### src/rtl/flashfe_pkg.sv
package flashfe_pkg;

  localparam int unsigned OPC_BITS   = 8;
  localparam int unsigned QUAD_LANES = 4;

  typedef enum logic [1:0] {PH_IDLE, PH_OPC, PH_ADDR, PH_SKIP} phase_e;
  typedef enum logic [1:0] {AK_NONE, AK_MODE, AK_WIDE} addr_kind_e;

  localparam logic [7:0] OP_QPI_ENTER = 8'h35;
  localparam logic [7:0] OP_QPI_LEAVE = 8'hF5;
  localparam logic [7:0] OP_ADR4_ON   = 8'hB7;
  localparam logic [7:0] OP_ADR4_OFF  = 8'h29;
  localparam logic [7:0] OP_RST_ARM   = 8'h66;
  localparam logic [7:0] OP_RST_FIRE  = 8'h99;

  // Address phase attached to an opcode.
  function automatic addr_kind_e addr_kind(input logic [7:0] op);
    case (op)
      8'h03, 8'h0B, 8'h02, 8'h32, 8'h38,
      8'h20, 8'hD7, 8'h52, 8'hD8:         return AK_MODE;
      8'h13, 8'h0C, 8'h12, 8'h34, 8'h3E,
      8'h21, 8'h5C, 8'hDC:                return AK_WIDE;
      default:                            return AK_NONE;
    endcase
  endfunction

  // Opcodes that still pass while an internal operation runs.
  function automatic logic pass_when_busy(input logic [7:0] op);
    case (op)
      8'h05, 8'h48, 8'h81, 8'h66, 8'h99, 8'h75, 8'hB0: return 1'b1;
      default:                                         return 1'b0;
    endcase
  endfunction

endpackage

### src/rtl/flashfe_sync.sv
module flashfe_sync #(
  parameter int unsigned WIDTH  = 1,
  parameter int unsigned STAGES = 2
) (
  input  logic             clk,
  input  logic             rst_n,
  input  logic [WIDTH-1:0] d,
  output logic [WIDTH-1:0] q
);
  logic [WIDTH-1:0] chain [STAGES];

  for (genvar s = 0; s < STAGES; s++) begin : g_stage
    if (s == 0) begin : g_first
      always_ff @(posedge clk or negedge rst_n)
        if (!rst_n) chain[s] <= '0;
        else        chain[s] <= d;
    end else begin : g_next
      always_ff @(posedge clk or negedge rst_n)
        if (!rst_n) chain[s] <= '0;
        else        chain[s] <= chain[s-1];
    end
  end

  assign q = chain[STAGES-1];
endmodule

### src/rtl/flashfe_edges.sv
module flashfe_edges (
  input  logic clk,
  input  logic rst_n,
  input  logic sck_s,
  input  logic cs_n_s,
  output logic frame_start,
  output logic frame_end,
  output logic sample,
  output logic launch
);
  logic sck_d, cs_d, in_frame;

  // cs_d resets to the selected level, so a select held low through reset
  // never looks like a falling edge.
  always_ff @(posedge clk or negedge rst_n)
    if (!rst_n) begin
      sck_d    <= 1'b0;
      cs_d     <= 1'b0;
      in_frame <= 1'b0;
    end else begin
      sck_d <= sck_s;
      cs_d  <= cs_n_s;
      if (frame_start)  in_frame <= 1'b1;
      else if (cs_n_s)  in_frame <= 1'b0;
    end

  assign frame_start = !cs_n_s && cs_d;
  assign frame_end   = in_frame && cs_n_s;
  assign sample      = in_frame && !cs_n_s && sck_s && !sck_d;
  assign launch      = in_frame && !cs_n_s && !sck_s && sck_d;
endmodule

### src/rtl/flashfe_capture.sv
module flashfe_capture
  import flashfe_pkg::*;
#(
  parameter int unsigned ADDR_BYTES_WIDE   = 4,
  parameter int unsigned ADDR_BYTES_NARROW = 3
) (
  input  logic                         clk,
  input  logic                         rst_n,
  input  logic                         frame_start,
  input  logic                         frame_end,
  input  logic                         sample,
  input  logic [QUAD_LANES-1:0]        io,
  input  logic                         qpi,
  input  logic                         addr4,
  input  logic                         busy,
  output logic                         cmd_valid,
  output logic [OPC_BITS-1:0]          cmd_op,
  output logic [8*ADDR_BYTES_WIDE-1:0] cmd_addr,
  output logic                         cmd_addr4
);
  localparam int unsigned ADDR_W = 8 * ADDR_BYTES_WIDE;
  localparam int unsigned CNT_W  = $clog2(ADDR_W + 1);
  localparam logic [CNT_W-1:0] WIDE_BITS   = CNT_W'(ADDR_W);
  localparam logic [CNT_W-1:0] NARROW_BITS = CNT_W'(8 * ADDR_BYTES_NARROW);
  localparam logic [CNT_W-1:0] OPC_CNT     = CNT_W'(OPC_BITS);

  phase_e              phase;
  logic [CNT_W-1:0]    cnt, cnt_next, step, abits_q, abits_now;
  logic [ADDR_W-1:0]   sh, sh_next;
  logic [OPC_BITS-1:0] op_q, op_now;
  addr_kind_e          kind_now;
  logic                take_now;

  always_comb begin
    step      = qpi ? CNT_W'(QUAD_LANES) : CNT_W'(1);
    cnt_next  = cnt + step;
    sh_next   = qpi ? {sh[ADDR_W-QUAD_LANES-1:0], io} : {sh[ADDR_W-2:0], io[0]};
    op_now    = sh_next[OPC_BITS-1:0];
    kind_now  = addr_kind(op_now);
    take_now  = !busy || pass_when_busy(op_now);
    if (kind_now == AK_NONE)                     abits_now = '0;
    else if (kind_now == AK_WIDE || addr4)       abits_now = WIDE_BITS;
    else                                         abits_now = NARROW_BITS;
  end

  always_ff @(posedge clk or negedge rst_n)
    if (!rst_n) begin
      phase     <= PH_IDLE;
      cnt       <= '0;
      sh        <= '0;
      op_q      <= '0;
      abits_q   <= '0;
      cmd_valid <= 1'b0;
      cmd_op    <= '0;
      cmd_addr  <= '0;
      cmd_addr4 <= 1'b0;
    end else begin
      cmd_valid <= 1'b0;
      if (frame_start) begin
        phase <= PH_OPC;
        cnt   <= '0;
        sh    <= '0;
      end else if (frame_end) begin
        phase <= PH_IDLE;
      end else if (sample) begin
        case (phase)
          PH_OPC: begin
            if (cnt_next == OPC_CNT) begin
              if (!take_now) begin
                phase <= PH_SKIP;
              end else if (abits_now == '0) begin
                cmd_valid <= 1'b1;
                cmd_op    <= op_now;
                cmd_addr  <= '0;
                cmd_addr4 <= addr4;
                phase     <= PH_SKIP;
              end else begin
                op_q    <= op_now;
                abits_q <= abits_now;
                cnt     <= '0;
                sh      <= '0;
                phase   <= PH_ADDR;
              end
            end else begin
              cnt <= cnt_next;
              sh  <= sh_next;
            end
          end
          PH_ADDR: begin
            if (cnt_next == abits_q) begin
              cmd_valid <= 1'b1;
              cmd_op    <= op_q;
              cmd_addr  <= sh_next;
              cmd_addr4 <= (abits_q == WIDE_BITS);
              phase     <= PH_SKIP;
            end else begin
              cnt <= cnt_next;
              sh  <= sh_next;
            end
          end
          default: ;
        endcase
      end
    end
endmodule

### src/rtl/flashfe_modes.sv
module flashfe_modes
  import flashfe_pkg::*;
(
  input  logic                clk,
  input  logic                rst_n,
  input  logic                cmd_valid,
  input  logic [OPC_BITS-1:0] cmd_op,
  input  logic                frame_end,
  output logic                qpi,
  output logic                addr4,
  output logic                sw_reset
);
  logic arm_now, armed;

  always_ff @(posedge clk or negedge rst_n)
    if (!rst_n) begin
      qpi      <= 1'b0;
      addr4    <= 1'b0;
      arm_now  <= 1'b0;
      armed    <= 1'b0;
      sw_reset <= 1'b0;
    end else begin
      sw_reset <= 1'b0;
      if (cmd_valid) begin
        case (cmd_op)
          OP_QPI_ENTER: qpi     <= 1'b1;
          OP_QPI_LEAVE: qpi     <= 1'b0;
          OP_ADR4_ON:   addr4   <= 1'b1;
          OP_ADR4_OFF:  addr4   <= 1'b0;
          OP_RST_ARM:   arm_now <= 1'b1;
          OP_RST_FIRE:
            if (armed) begin
              qpi      <= 1'b0;
              addr4    <= 1'b0;
              sw_reset <= 1'b1;
              armed    <= 1'b0;
            end
          default: ;
        endcase
      end
      // The enable survives exactly one frame boundary.
      if (frame_end) begin
        armed   <= arm_now;
        arm_now <= 1'b0;
      end
    end
endmodule

### src/rtl/flash_cmd_frontend.sv
module flash_cmd_frontend
  import flashfe_pkg::*;
#(
  parameter int unsigned SYNC_STAGES       = 2,
  parameter int unsigned ADDR_BYTES_WIDE   = 4,
  parameter int unsigned ADDR_BYTES_NARROW = 3
) (
  input  logic                         clk,
  input  logic                         rst_n,
  input  logic                         sck,
  input  logic                         cs_n,
  input  logic [QUAD_LANES-1:0]        io_in,
  input  logic                         busy,
  output logic                         cmd_valid,
  output logic [OPC_BITS-1:0]          cmd_op,
  output logic [8*ADDR_BYTES_WIDE-1:0] cmd_addr,
  output logic                         cmd_addr4,
  output logic                         qpi_mode,
  output logic                         addr4_mode,
  output logic                         sw_reset,
  output logic                         tx_shift
);
  localparam int unsigned SYNC_W = QUAD_LANES + 2;

  logic [SYNC_W-1:0]     raw_bus, sync_bus;
  logic                  sck_s, cs_n_s;
  logic [QUAD_LANES-1:0] io_s;
  logic                  f_start, f_end, f_sample;

  assign raw_bus = {cs_n, sck, io_in};
  assign {cs_n_s, sck_s, io_s} = sync_bus;

  flashfe_sync #(.WIDTH(SYNC_W), .STAGES(SYNC_STAGES)) u_sync (
    .clk(clk), .rst_n(rst_n), .d(raw_bus), .q(sync_bus));

  flashfe_edges u_edges (
    .clk(clk), .rst_n(rst_n), .sck_s(sck_s), .cs_n_s(cs_n_s),
    .frame_start(f_start), .frame_end(f_end), .sample(f_sample), .launch(tx_shift));

  flashfe_capture #(
    .ADDR_BYTES_WIDE(ADDR_BYTES_WIDE), .ADDR_BYTES_NARROW(ADDR_BYTES_NARROW)
  ) u_capture (
    .clk(clk), .rst_n(rst_n), .frame_start(f_start), .frame_end(f_end),
    .sample(f_sample), .io(io_s), .qpi(qpi_mode), .addr4(addr4_mode), .busy(busy),
    .cmd_valid(cmd_valid), .cmd_op(cmd_op), .cmd_addr(cmd_addr), .cmd_addr4(cmd_addr4));

  flashfe_modes u_modes (
    .clk(clk), .rst_n(rst_n), .cmd_valid(cmd_valid), .cmd_op(cmd_op),
    .frame_end(f_end), .qpi(qpi_mode), .addr4(addr4_mode), .sw_reset(sw_reset));
endmodule

### config.mk
export PLATFORM = sky130hd
export DESIGN_NAME = flash_cmd_frontend
export DESIGN_NICKNAME = d
export VERILOG_FILES = /design/src/rtl/flashfe_pkg.sv /design/src/rtl/flashfe_sync.sv /design/src/rtl/flashfe_edges.sv /design/src/rtl/flashfe_capture.sv /design/src/rtl/flashfe_modes.sv /design/src/rtl/flash_cmd_frontend.sv
export SDC_FILE = /design/constraint.sdc
export NUM_CORES = 1
export LEC_CHECK = 0
export ABC_AREA = 0
export ABC_CLOCK_PERIOD_IN_PS = 3600
export CAP_MARGIN = 15
export CORE_MARGIN = 8
export CORE_UTILIZATION = 31
export DETAILED_ROUTE_END_ITERATION = 6
export PLACE_DENSITY_LB_ADDON = 0.1
export SYNTH_ARGS = -nofsm -noshare
export SYNTH_HDL_FRONTEND = slang
export SYNTH_SLANG_ARGS = --single-unit
### constraint.sdc
create_clock -name clk -period 3.6 [get_ports clk]
set_input_delay 0.54 -clock clk [delete_from_list [all_inputs] [get_ports clk]]
set_output_delay 0.54 -clock clk [all_outputs]
set_load 0.02 [all_outputs]
==> metrics.md, run 1 <==
| Metric | Value |
|---|---|
| Sequential Power Share | 52.5% |
| CTS tree | done |
| Register area | 2780 um^2 |
| Slew @ Worst Pin | 0.882 ns |
| FF-to-FF End | u_capture.cmd_op[0] |
| Post-synth top flop | dfrtp_1 |
| CP startpoint kind | flop |
| GRT Residual Overflow | 0 |
| Crit path required time | 3.84 ns |
| Critical Path Fanout Max | 15 |
| Final Cycle Share | around 94% |
| Yosys warning count | 0 |
| Stages on worst setup path | 9 |
| Max Clock Freq | 0.295 GHz |
| Netlist cell types | 65 |
| Maximum vdd drop | 0.225 mV |
| Yosys reg bits | between 100 and 150 |
| Min-Delay Path Class | input pin to asynchronous set/reset pin |
| TNS Setup | 0 ns |
| Starting density of the core | between 30% and 40% |
| Critical path buffer and inverter count | 1 |
| Finish-stage setup viols | 0 |
| # placed instances | 784 |
| Vias in the first global route | about 4400 |
| Clock Root Buffer | clkbuf_16 |
| Setup Crit Path Kind | flop to flop |
| Die Y | about 150 um |
| Core area | 17800 um^2 |
| First-pass GRT wire length | 25600 um |
| Number of synthesized flops with an enable pin | 0 |
| Unrepaired setup endpoints after global routing | false |
| Hpwl dp | 10800 um |
| Slowest cell on the critical path | o31ai_4 |
| CTS sink cnt | 111 |
| H-Tree Depth | 3 |
| Crit-path most repeated cell | mux2_2 |
| Critical path's largest stage delay | 0.75 ns |
| Die area | around 22000 um^2 |
| Ys async rst share | between 90% and 100% |
| Outcome | finished clean |
| DRC violations left | 0 |
| Gp weighted congestion | approximately 0.86 |
| CP arrival | 3.64 ns |
| Hold-fix buffers, CTS | 0 |
| PwrDens | 356 nW/um^2 |
| Leakage | 2.70 nW |
| Switching Share | between 20% and 30% |
| Reg2reg start | u_modes.qpi |
| Cells on worst reg2reg path | 9 |
| Crit-path cells | buf_4 -> mux2_2 -> xnor2_1 -> o31ai_1 -> a211o_1 -> nor2_1 -> nor4_2 -> o31ai_4 -> mux2_2 |
| Setup slack, reg-to-reg | 0.21 ns |
| Initial DRC Count | 281 |
| Overall Power | 2.43 mW |
| Buffers added on ports | 54 |
| Via count | 4362 |
| Synth Instances | 507 |
| Multi-input logic area | 2550 um^2 |
| DR pass1 iterations | 5 |
| Drt via density | between 5 and 6 |
| Fillers | ~1700 |
| N_diodes | 0 |
| Combinational share of power | 5.1% |
| Max-cap viol count | 0 |
| CTS Buf Count | 9 |
| Final hold viol count | 0 |
| Layout cells sized above 1 | 13.2% |
| Critical Path Sink | u_capture.cmd_op[0] |
| CP Launch Point | u_modes.qpi |
| Row count | 49 |
| Final #Nets | 580 |
| GRT Total Usage | approximately 15% |
| Syn_nets | 521 |
| Post-cts resize count | 0 |
| Clock Skews | 0.00815 ns |
| CP Capture Type | flop |
| WL/cell | 19.8 um |
| Worst relative slew slack | 41.2% |
| Syn avg cell area | approximately 11 um^2 |
| Clock power frac | between 40 and 50% |
| Worst-Skew Late Latency | ~0.36 ns |
| Internal | 1.88 mW |
| Final Max Slew Viols | 0 |
| Routed Antenna Nets | 0 |
| Post-layout min period | 3.39 ns |
| Initial antenna violation count | 0 |
| # IOs | 55 |
| Area delta synth->final | 23.2% |
| Die Wd | around 150 um |
| Total routed wirelength | approximately 16000 um |
| Net Switching | 0.555 mW |
| Postcts setup bufs | 0 |
| CP delay by family, top | compound AO/OA/AOI/OAI gates |
| Post-Syn Area | 5540 um^2 |
| Clock buffer depth | 2 |
| Pin count of the biggest net entering global routing | 73 |
| Non-filler cells, final | 798 |
| Clk pin slew, worst setup/hold paths | roughly 0.070 ns |
| Sequential fraction of the synthesis area | 50.1% |
## worst register-to-register path: cells and delay by family, from the launching register on
kind,cells,cell delay [ns]
buffers and inverters,1,0.30
XOR/XNOR,1,0.16
AND/OR/NAND/NOR,2,0.32
flip-flops,1,0.51
multiplexers,2,0.82
AO/OA/AOI/OAI,3,1.18
## worst min path at each step
stage / to / depth (start not counted)
after global routing: u_capture.cmd_op[0] / 1
after CTS: u_capture.cmd_op[0] / 1
final: u_capture.cmd_op[0] / 1
after floorplan: u_capture.abits_q[4] / 0
after detailed placement: u_sync.q[4] / 0
after global placement: u_sync.q[4] / 0
## layer usage
layer	GRT usage, %	wire (um)	vias to the layer above
li1	-	-	2035
met5	0	0	-
met1	18.5	7100	2215
met3	3.75	566	22
met2	24.0	7800	90
met4	4.95	316	0
## kinds of logic (layout without fill, tap and decap cells)
family,count (synthesis),after routing,synth area share (%)
AOI/OAI and AO/OA,133,133,19.0
xor gates and xnor gates,9,9,1.42
and+or+nand+nor,151,151,15.2
buffers and inverters,50,112,4.04
muxes,48,48,9.10
DFF,111,111,50.1
adders and majority gates,5,5,1.13
## registers in the layout (all words and copies together), names as in the netlist, 6 cells and up
name / count
u_capture.sh: 31
u_sync.q: 6
u_capture.op_q: 8
u_capture.cnt: 6
u_capture.cmd_op: 8
u_sync.chain: 6
u_capture.cmd_addr: 32
## placed cells by master (no fill, tap or decap), drive strengths merged, types with 4 or more instances in the layout
| cell | instances |
|---|---|
| ha | 5 |
| or3 | 4 |
| clkdlybuf4s50 | 53 |
| xor2 | 6 |
| nand2b | 6 |
| nand3 | 39 |
| mux2 | 16 |
| clkbuf | 12 |
| o31ai | 13 |
| o2bb2ai | 32 |
| nor2b | 9 |
| o21ai | 18 |
| buf | 37 |
| mux2i | 32 |
| o41ai | 23 |
| dfrtp | 111 |
| nand4 | 8 |
| nor2 | 30 |
| inv | 8 |
| a31oi | 5 |
| a21oi | 15 |
| nor3 | 8 |
| nand2 | 19 |
| nor3b | 5 |
## cell type report
type | count | area share, %
clock inverter | 2 | 0.568
tap | 229 | 4.20
clock buffer | 12 | 3.76
multi-input combinational | 346 | 37.4
inverter | 8 | 0.440
timing repair buffer | 90 | 12.9
sequential | 111 | 40.7
## metrics by stage
stage | worst slack [ns] | hold WS, ns | utilization, % | area [um^2]
6_report | 0.205 | 0.168 | 38.4 | 6820
5_1_grt | 0.00485 | 0.199 | 38.4 | 6820
4_1_cts | 0.157 | 0.190 | 38.4 | 6820
3_5_place_dp | 0.174 | 0.336 | 36.7 | 6530
3_3_place_gp | 0.291 | 0.334 | 36.7 | 6530
2_1_floorplan | 0.00945 | 0.244 | - | 5540
## power by group through the flow
stage / registers [mW] / logic, mW / clock network, mW
final: 1.28 / 0.124 / 1.03
after floorplan: 1.30 / 0.0539 / 0
after global placement: 1.30 / 0.126 / 0
after CTS: 1.28 / 0.128 / 1.07
after detailed placement: 1.30 / 0.127 / 0
after global routing: 1.28 / 0.138 / 1.11
## synthesized netlist by cell type (2+ instances only)
cell | number | area share, %
a211o_1 | 2 | 0.32
a211oi_1 | 2 | 0.27
a21oi_1 | 15 | 1.4
a31o_2 | 2 | 0.32
a31oi_1 | 5 | 0.56
a41oi_1 | 3 | 0.47
and2_1 | 3 | 0.34
and3_1 | 2 | 0.23
and4b_1 | 3 | 0.54
buf_1 | 7 | 0.47
buf_2 | 5 | 0.45
buf_4 | 4 | 0.54
buf_6 | 2 | 0.41
clkbuf_1 | 24 | 1.6
dfrtp_1 | 111 | 50
ha_1 | 5 | 1.1
inv_1 | 7 | 0.47
mux2_1 | 6 | 1.2
mux2_2 | 9 | 1.8
mux2i_1 | 32 | 5.8
nand2_1 | 19 | 1.3
nand2b_1 | 6 | 0.68
nand3_1 | 39 | 3.5
nand4_1 | 8 | 0.90
nand4b_1 | 2 | 0.32
nor2_1 | 30 | 2.0
nor2b_1 | 9 | 1.0
nor3_1 | 8 | 0.72
nor3b_1 | 4 | 0.54
nor4_1 | 2 | 0.23
nor4bb_1 | 3 | 0.54
o211ai_1 | 3 | 0.41
o21a_1 | 3 | 0.41
o21ai_0 | 17 | 1.5
o2bb2ai_1 | 32 | 5.1
o31ai_1 | 12 | 1.6
o41ai_1 | 23 | 3.6
or3_1 | 4 | 0.45
xnor2_1 | 3 | 0.47
xor2_1 | 6 | 0.95
No activity file was read; power rests on OpenSTA's default activity.
==> run 2: changes to the inputs <==
- CORE_UTILIZATION: 31 -> 25
- CTS_CLUSTER_DIAMETER: not set -> 80
==> run 2 against run 1 <==
Against the previous run:
- core utilization fell by 7.3 points
- clock power grew 4%
- worst setup slack gained 0.028 ns
- sequential share of layout area is 0.19 points higher
- clock skew about the same
- via count decreased by 3.1%
- register-to-register slack gained 0.03 ns
- global-route usage shrank 2.7 points
- largest cell class unchanged
==> metrics.md, run 2 (synthesis results as in run 1) <==
| Metric | Value |
|---|---|
| Postcts setup bufs | 0 |
| DRC violations left | 0 |
| N_diodes | 0 |
| Clock Skews | between 0.008 and 0.009 ns |
| CP startpoint kind | flop |
| Final Util | 31.1% |
| Via count | between 4000 and 5000 |
| WHS | 0.222 ns |
| Vias in the first global route | ~4400 |
| Min-Delay Path Class | input pin to asynchronous set/reset pin |
| CTS Buf Count | 9 |
| WL/cell | 18.6 um |
| Leakage | between 2 and 3 nW |
| Core area | 21800 um^2 |
| Total routed wirelength | 15700 um |
| Initial antenna violation count | 0 |
| Clock buffer depth | 2 |
| DR pass1 iterations | 5 |
| Die Wd | around 160 um |
| Outcome | finished clean |
| Gp weighted congestion | approximately 0.84 |
| Post-layout min period | 3.37 ns |
| Combinational share of power | 4.8% |
| Hpwl dp | around 11000 um |
| Max reg flops | 32 |
| Dpl cell area | 6480 um^2 |
| Net Switching | 0.591 mW |
| CP Capture Type | flop |
| PwrDens | 362 nW/um^2 |
| Setup Crit Path Kind | flop to flop |
| H-Tree Depth | 3 |
| Routed Antenna Nets | 0 |
| Initial DRC Count | 264 |
| Die Y | 165 um |
| Worst relative slew slack | roughly 47% |
| Clock Root Buffer | clkbuf_16 |
| Clock power frac | between 40% and 50% |
| Placement Setup Slack | roughly 0.26 ns |
| CTS sink cnt | between 100 and 150 |
| Critical Path Fanout Max | 18 |
| First-pass GRT wire length | between 20000 and 30000 um |
| Sequential Power Share | 51.9% |
| TNS Setup | 0 ns |
| Unrepaired setup endpoints after global routing | false |
| GRT Residual Overflow | 0 |
| Layout cells sized above 1 | 12.6% |
| Final Max Slew Viols | 0 |
| Non-filler cells, final | approximately 840 |
| Area delta synth->final | 22.6% |
| Largest registers | u_capture.cmd_addr x32, u_capture.sh x31 |
| Post-route cell area | 6790 um^2 |
| Finish-stage setup viols | 0 |
| Slew @ Worst Pin | 0.799 ns |
| Critical path buffer and inverter count | 2 |
| Max Clock Freq | 0.297 GHz |
| Leading cell type in the layout, fill and taps excluded | dfrtp_1 |
| Post-cts resize count | 0 |
| Switching Share | between 20% and 30% |
| Hold-fix buffers, CTS | 0 |
| Final #Nets | between 500 and 600 |
| Max-cap viol count | 0 |
| Crit-path most repeated cell | ha_1 |
| PnR worst setup slack | 0.233 ns |
| Row count | 54 |
| Buffers added on ports | 54 |
| Pin count of the biggest net entering global routing | about 50 |
| Maximum vdd drop | 0.207 mV |
| Crit path required time | about 3.8 ns |
| Internal | around 1.9 mW |
| Worst-Skew Late Latency | 0.35 ns |
| Crit-path cells | clkinv_1 -> ha_1 -> ha_1 -> xor2_1 -> or3_1 -> nor3b_1 -> nand2b_1 -> nor4_2 -> o31ai_4 -> buf_4 -> mux2_1 |
| Starting density of the core | 25.4% |
| GRT Total Usage | about an eighth |
| Overall Power | about 2.5 mW |
| # IOs | 55 |
| Clk pin slew, worst setup/hold paths | 0.08 ns |
| Stages on worst setup path | 11 |
| Drt via density | about 5 |
| Cells on worst reg2reg path | 11 |
| Critical path's largest stage delay | 0.61 ns |
| CTS tree | done |
| Final Cycle Share | 93.5% |
| Final hold viol count | 0 |
| Most flops, register | u_capture.cmd_addr |
| CP arrival | between 3 and 4 ns |
| CP delay by family, top | simple AND/OR/NAND/NOR gates |
| Slowest cell on the critical path | dfrtp_2 |
| # placed instances | 828 |
| Die area | 27200 um^2 |
| Most frequent cells in the layout | 110 x dfrtp_1, 53 x clkdlybuf4s50_1, 39 x nand3_1 |
## run 2: changes by cell type in the layout (fill, tap and decap cells not counted), sizes merged
cell and change:
inv +2, buf -7, clkinv +2, clkbuf -2
## run 2: power by group through the flow
stage / registers [mW] / clock network [mW] / logic (mW)
2_1_floorplan: 1.30 / 0 / 0.0539
3_3_place_gp: 1.30 / 0 / 0.121
3_5_place_dp: 1.30 / 0 / 0.122
4_1_cts: 1.28 / 1.11 / 0.122
5_1_grt: 1.28 / 1.15 / 0.133
6_report: 1.28 / 1.07 / 0.118
## run 2: worst paths after layout
path / start / to / slack (ns)
min in group clk: u_sync.chain[8] / u_sync.q[2] / 0.35
max in group asynchronous: rst_n / u_capture.cmd_addr[8] / 2.60
setup / recovery: u_modes.qpi / u_capture.cmd_op[7] / 0.23
hold reg to reg: u_sync.chain[8] / u_sync.q[2] / 0.35
setup reg to reg: u_modes.qpi / u_capture.cmd_op[7] / 0.23
hold / removal: rst_n / u_modes.sw_reset / 0.22
## run 2: area by class of cell
| type | count | area, um^2 |
|---|---|---|
| inverters | 8 | 30.0 |
| fillers | 2263 | 15000 |
| repair buffers | 83 | 768 |
| clock buffers | 10 | 239 |
| well taps | 280 | 350 |
| multi-input cells | 346 | 2550 |
| flip-flops and latches | 111 | 2780 |
| clock inverters | 6 | 76.3 |
## run 2: layer usage
metal / GRT usage (%) / wire [um]
met1: 17.1 / 7980
met2: 17.5 / 6790
met3: 2.87 / 712
met4: 3.56 / 208
met5: 0 / 0
==> run 3: changes to the inputs <==
- RECOVER_POWER: not set -> 50
==> run 3 against run 2 <==
Against the previous run:
- wire length fell by 0.10%
- global-route usage did not move
- count of clock-buffer cells in the layout did not move
- clock skew about the same
- register-to-register slack barely moved
- die area unchanged
- design area decreased by 0.17%
- core utilization shrank 0.052 points
- via count barely moved
- critical path type unchanged
==> metrics.md, run 3 (synthesis results as in run 1) <==
| Metric | Value |
|---|---|
| GRT Total Usage | 12.0% |
| DR pass1 iterations | 5 |
| Critical Path Fanout Max | 18 |
| Clk pin slew, worst setup/hold paths | ~0.08 ns |
| Leading cell type in the layout, fill and taps excluded | dfrtp_1 |
| Crit path required time | approximately 3.8 ns |
| TNS Setup | 0 ns |
| Slew @ Worst Pin | between 1 and 1.5 ns |
| Reg2reg start | u_modes.qpi |
| Clock Root Buffer | clkbuf_16 |
| Total routed wirelength | 15700 um |
| WL/cell | 18.6 um |
| Pin count of the biggest net entering global routing | 51 |
| Critical path's largest stage delay | 0.61 ns |
| Routed Antenna Nets | 0 |
| Drt via density | about 5.0 |
| Worst-Skew Late Latency | 0.35 ns |
| DRC violations left | 0 |
| Finish-stage setup viols | 0 |
| Die Y | 165 um |
| Die Wd | 165 um |
| Critical Path Sink | u_capture.cmd_op[7] |
| Core area | 21800 um^2 |
| Post-cts resize count | 0 |
| CP startpoint kind | flop |
| Leakage | 2.65 nW |
| Final Util | 31.1% |
| Initial antenna violation count | 0 |
| Initial DRC Count | 264 |
| Fillers | 2263 |
| Min-Delay Path Class | input pin to asynchronous set/reset pin |
| Max Clock Freq | 0.297 GHz |
| First-pass GRT wire length | 25600 um |
| # IOs | 55 |
| N_diodes | 0 |
| Area delta synth->final | 22.4% |
| Cells on worst reg2reg path | 11 |
| Final hold viol count | 0 |
| PwrDens | between 300 and 400 nW/um^2 |
| Clock Skews | 0.00817 ns |
| CP arrival | 3.61 ns |
| Stages on worst setup path | 11 |
| Multi-input logic area | between 2000 and 3000 um^2 |
| CTS tree | done |
| Maximum vdd drop | 0.207 mV |
| Setup slack, reg-to-reg | about 0.23 ns |
| Final Max Slew Viols | 0 |
| Largest registers | u_capture.cmd_addr x32, u_capture.sh x31 |
| Most frequent cells in the layout | 110 x dfrtp_1, 42 x clkdlybuf4s50_1, 39 x nand3_1 |
| Final Cycle Share | 93.6% |
| CTS sink cnt | 111 |
| Register area | 2780 um^2 |
| Vias in the first global route | approximately 4400 |
| Max reg flops | 32 |
| Outcome | finished clean |
| Crit-path most repeated cell | ha_1 |
| Row count | 54 |
| Unrepaired setup endpoints after global routing | false |
| GRT Residual Overflow | 0 |
| Clock buffer depth | 2 |
| Setup Crit Path Kind | flop to flop |
| H-Tree Depth | 3 |
| Via count | 4227 |
| CP delay by family, top | simple AND/OR/NAND/NOR gates |
| Post-layout min period | ~3.4 ns |
| CP Capture Type | flop |
| Worst relative slew slack | 17.1% |
| Crit-path cells | clkinv_1 -> ha_1 -> ha_1 -> xor2_1 -> or3_1 -> nor3b_1 -> nand2b_1 -> nor4_2 -> o31ai_4 -> buf_4 -> mux2_1 |
| Starting density of the core | about 25% |
| Final #Nets | 573 |
| Slowest cell on the critical path | dfrtp_2 |
| FF-to-FF End | u_capture.cmd_op[7] |
| Gp weighted congestion | roughly 0.84 |
| Most flops, register | u_capture.cmd_addr |
| Critical path buffer and inverter count | 2 |
| Die area | 27200 um^2 |
| Postcts setup bufs | 0 |
| CTS Buf Count | 9 |
| Buffers added on ports | 54 |
| Hold-fix buffers, CTS | 0 |
| Max-cap viol count | 0 |
| Layout cells sized above 1 | 12.1% |
| Hpwl dp | 11000 um |
| CP Launch Point | u_modes.qpi |
-- run 3: cell types whose count changed in the layout (fill, tap and decap cells not counted), sizes merged --
cell	delta
clkdlybuf4s50	-11
dlygate4sd3	+11
clkbuf	+3
buf	-3
-- run 3: layout make-up --
type	instances	share of cell area (%)
clock buffers	10	3.52
repair buffers	83	11.2
flip-flops and latches	111	41.0
inverters	8	0.443
multi-input cells	346	37.6
clock inverters	6	1.13
well taps	280	5.17
-- run 3: report_power, final --
group | internal [mW] | switching, mW | total (mW)
Clock | 0.572 | 0.494 | 1.07
Sequential | 1.26 | 0.0175 | 1.28
Combinational | 0.0360 | 0.0787 | 0.115
-- run 3: metal layers --
layer	up-vias	GRT usage (%)	routed length, um	part of all wire (%)
met5	-	0	0	0
li1	2034	-	-	-
met4	0	3.56	204	1.3
met3	12	2.87	713	4.5
met1	2104	17.1	7970	51
met2	77	17.5	6780	43
-- run 3: worst min-delay path by stage --
stage	slack [ns]	to
2_1_floorplan	0.24	u_capture.abits_q[4]
3_3_place_gp	0.34	u_sync.q[1]
3_5_place_dp	0.34	u_sync.q[2]
4_1_cts	0.25	u_modes.sw_reset
5_1_grt	0.28	u_modes.addr4
6_report	0.22	u_modes.sw_reset
-- run 3: metrics by stage --
stage               power [mW]  setup WS (ns)  cells  hold WS, ns  area (um^2)
finish                    2.46          0.231    844        0.220         6780
global route              2.57         0.0251    844        0.277         6780
floorplan                 1.35        0.00945    507        0.244         5540
CTS                       2.51          0.231    844        0.251         6790
detailed placement        1.42          0.255    828        0.337         6480
global placement          1.42          0.324    828        0.337         6480
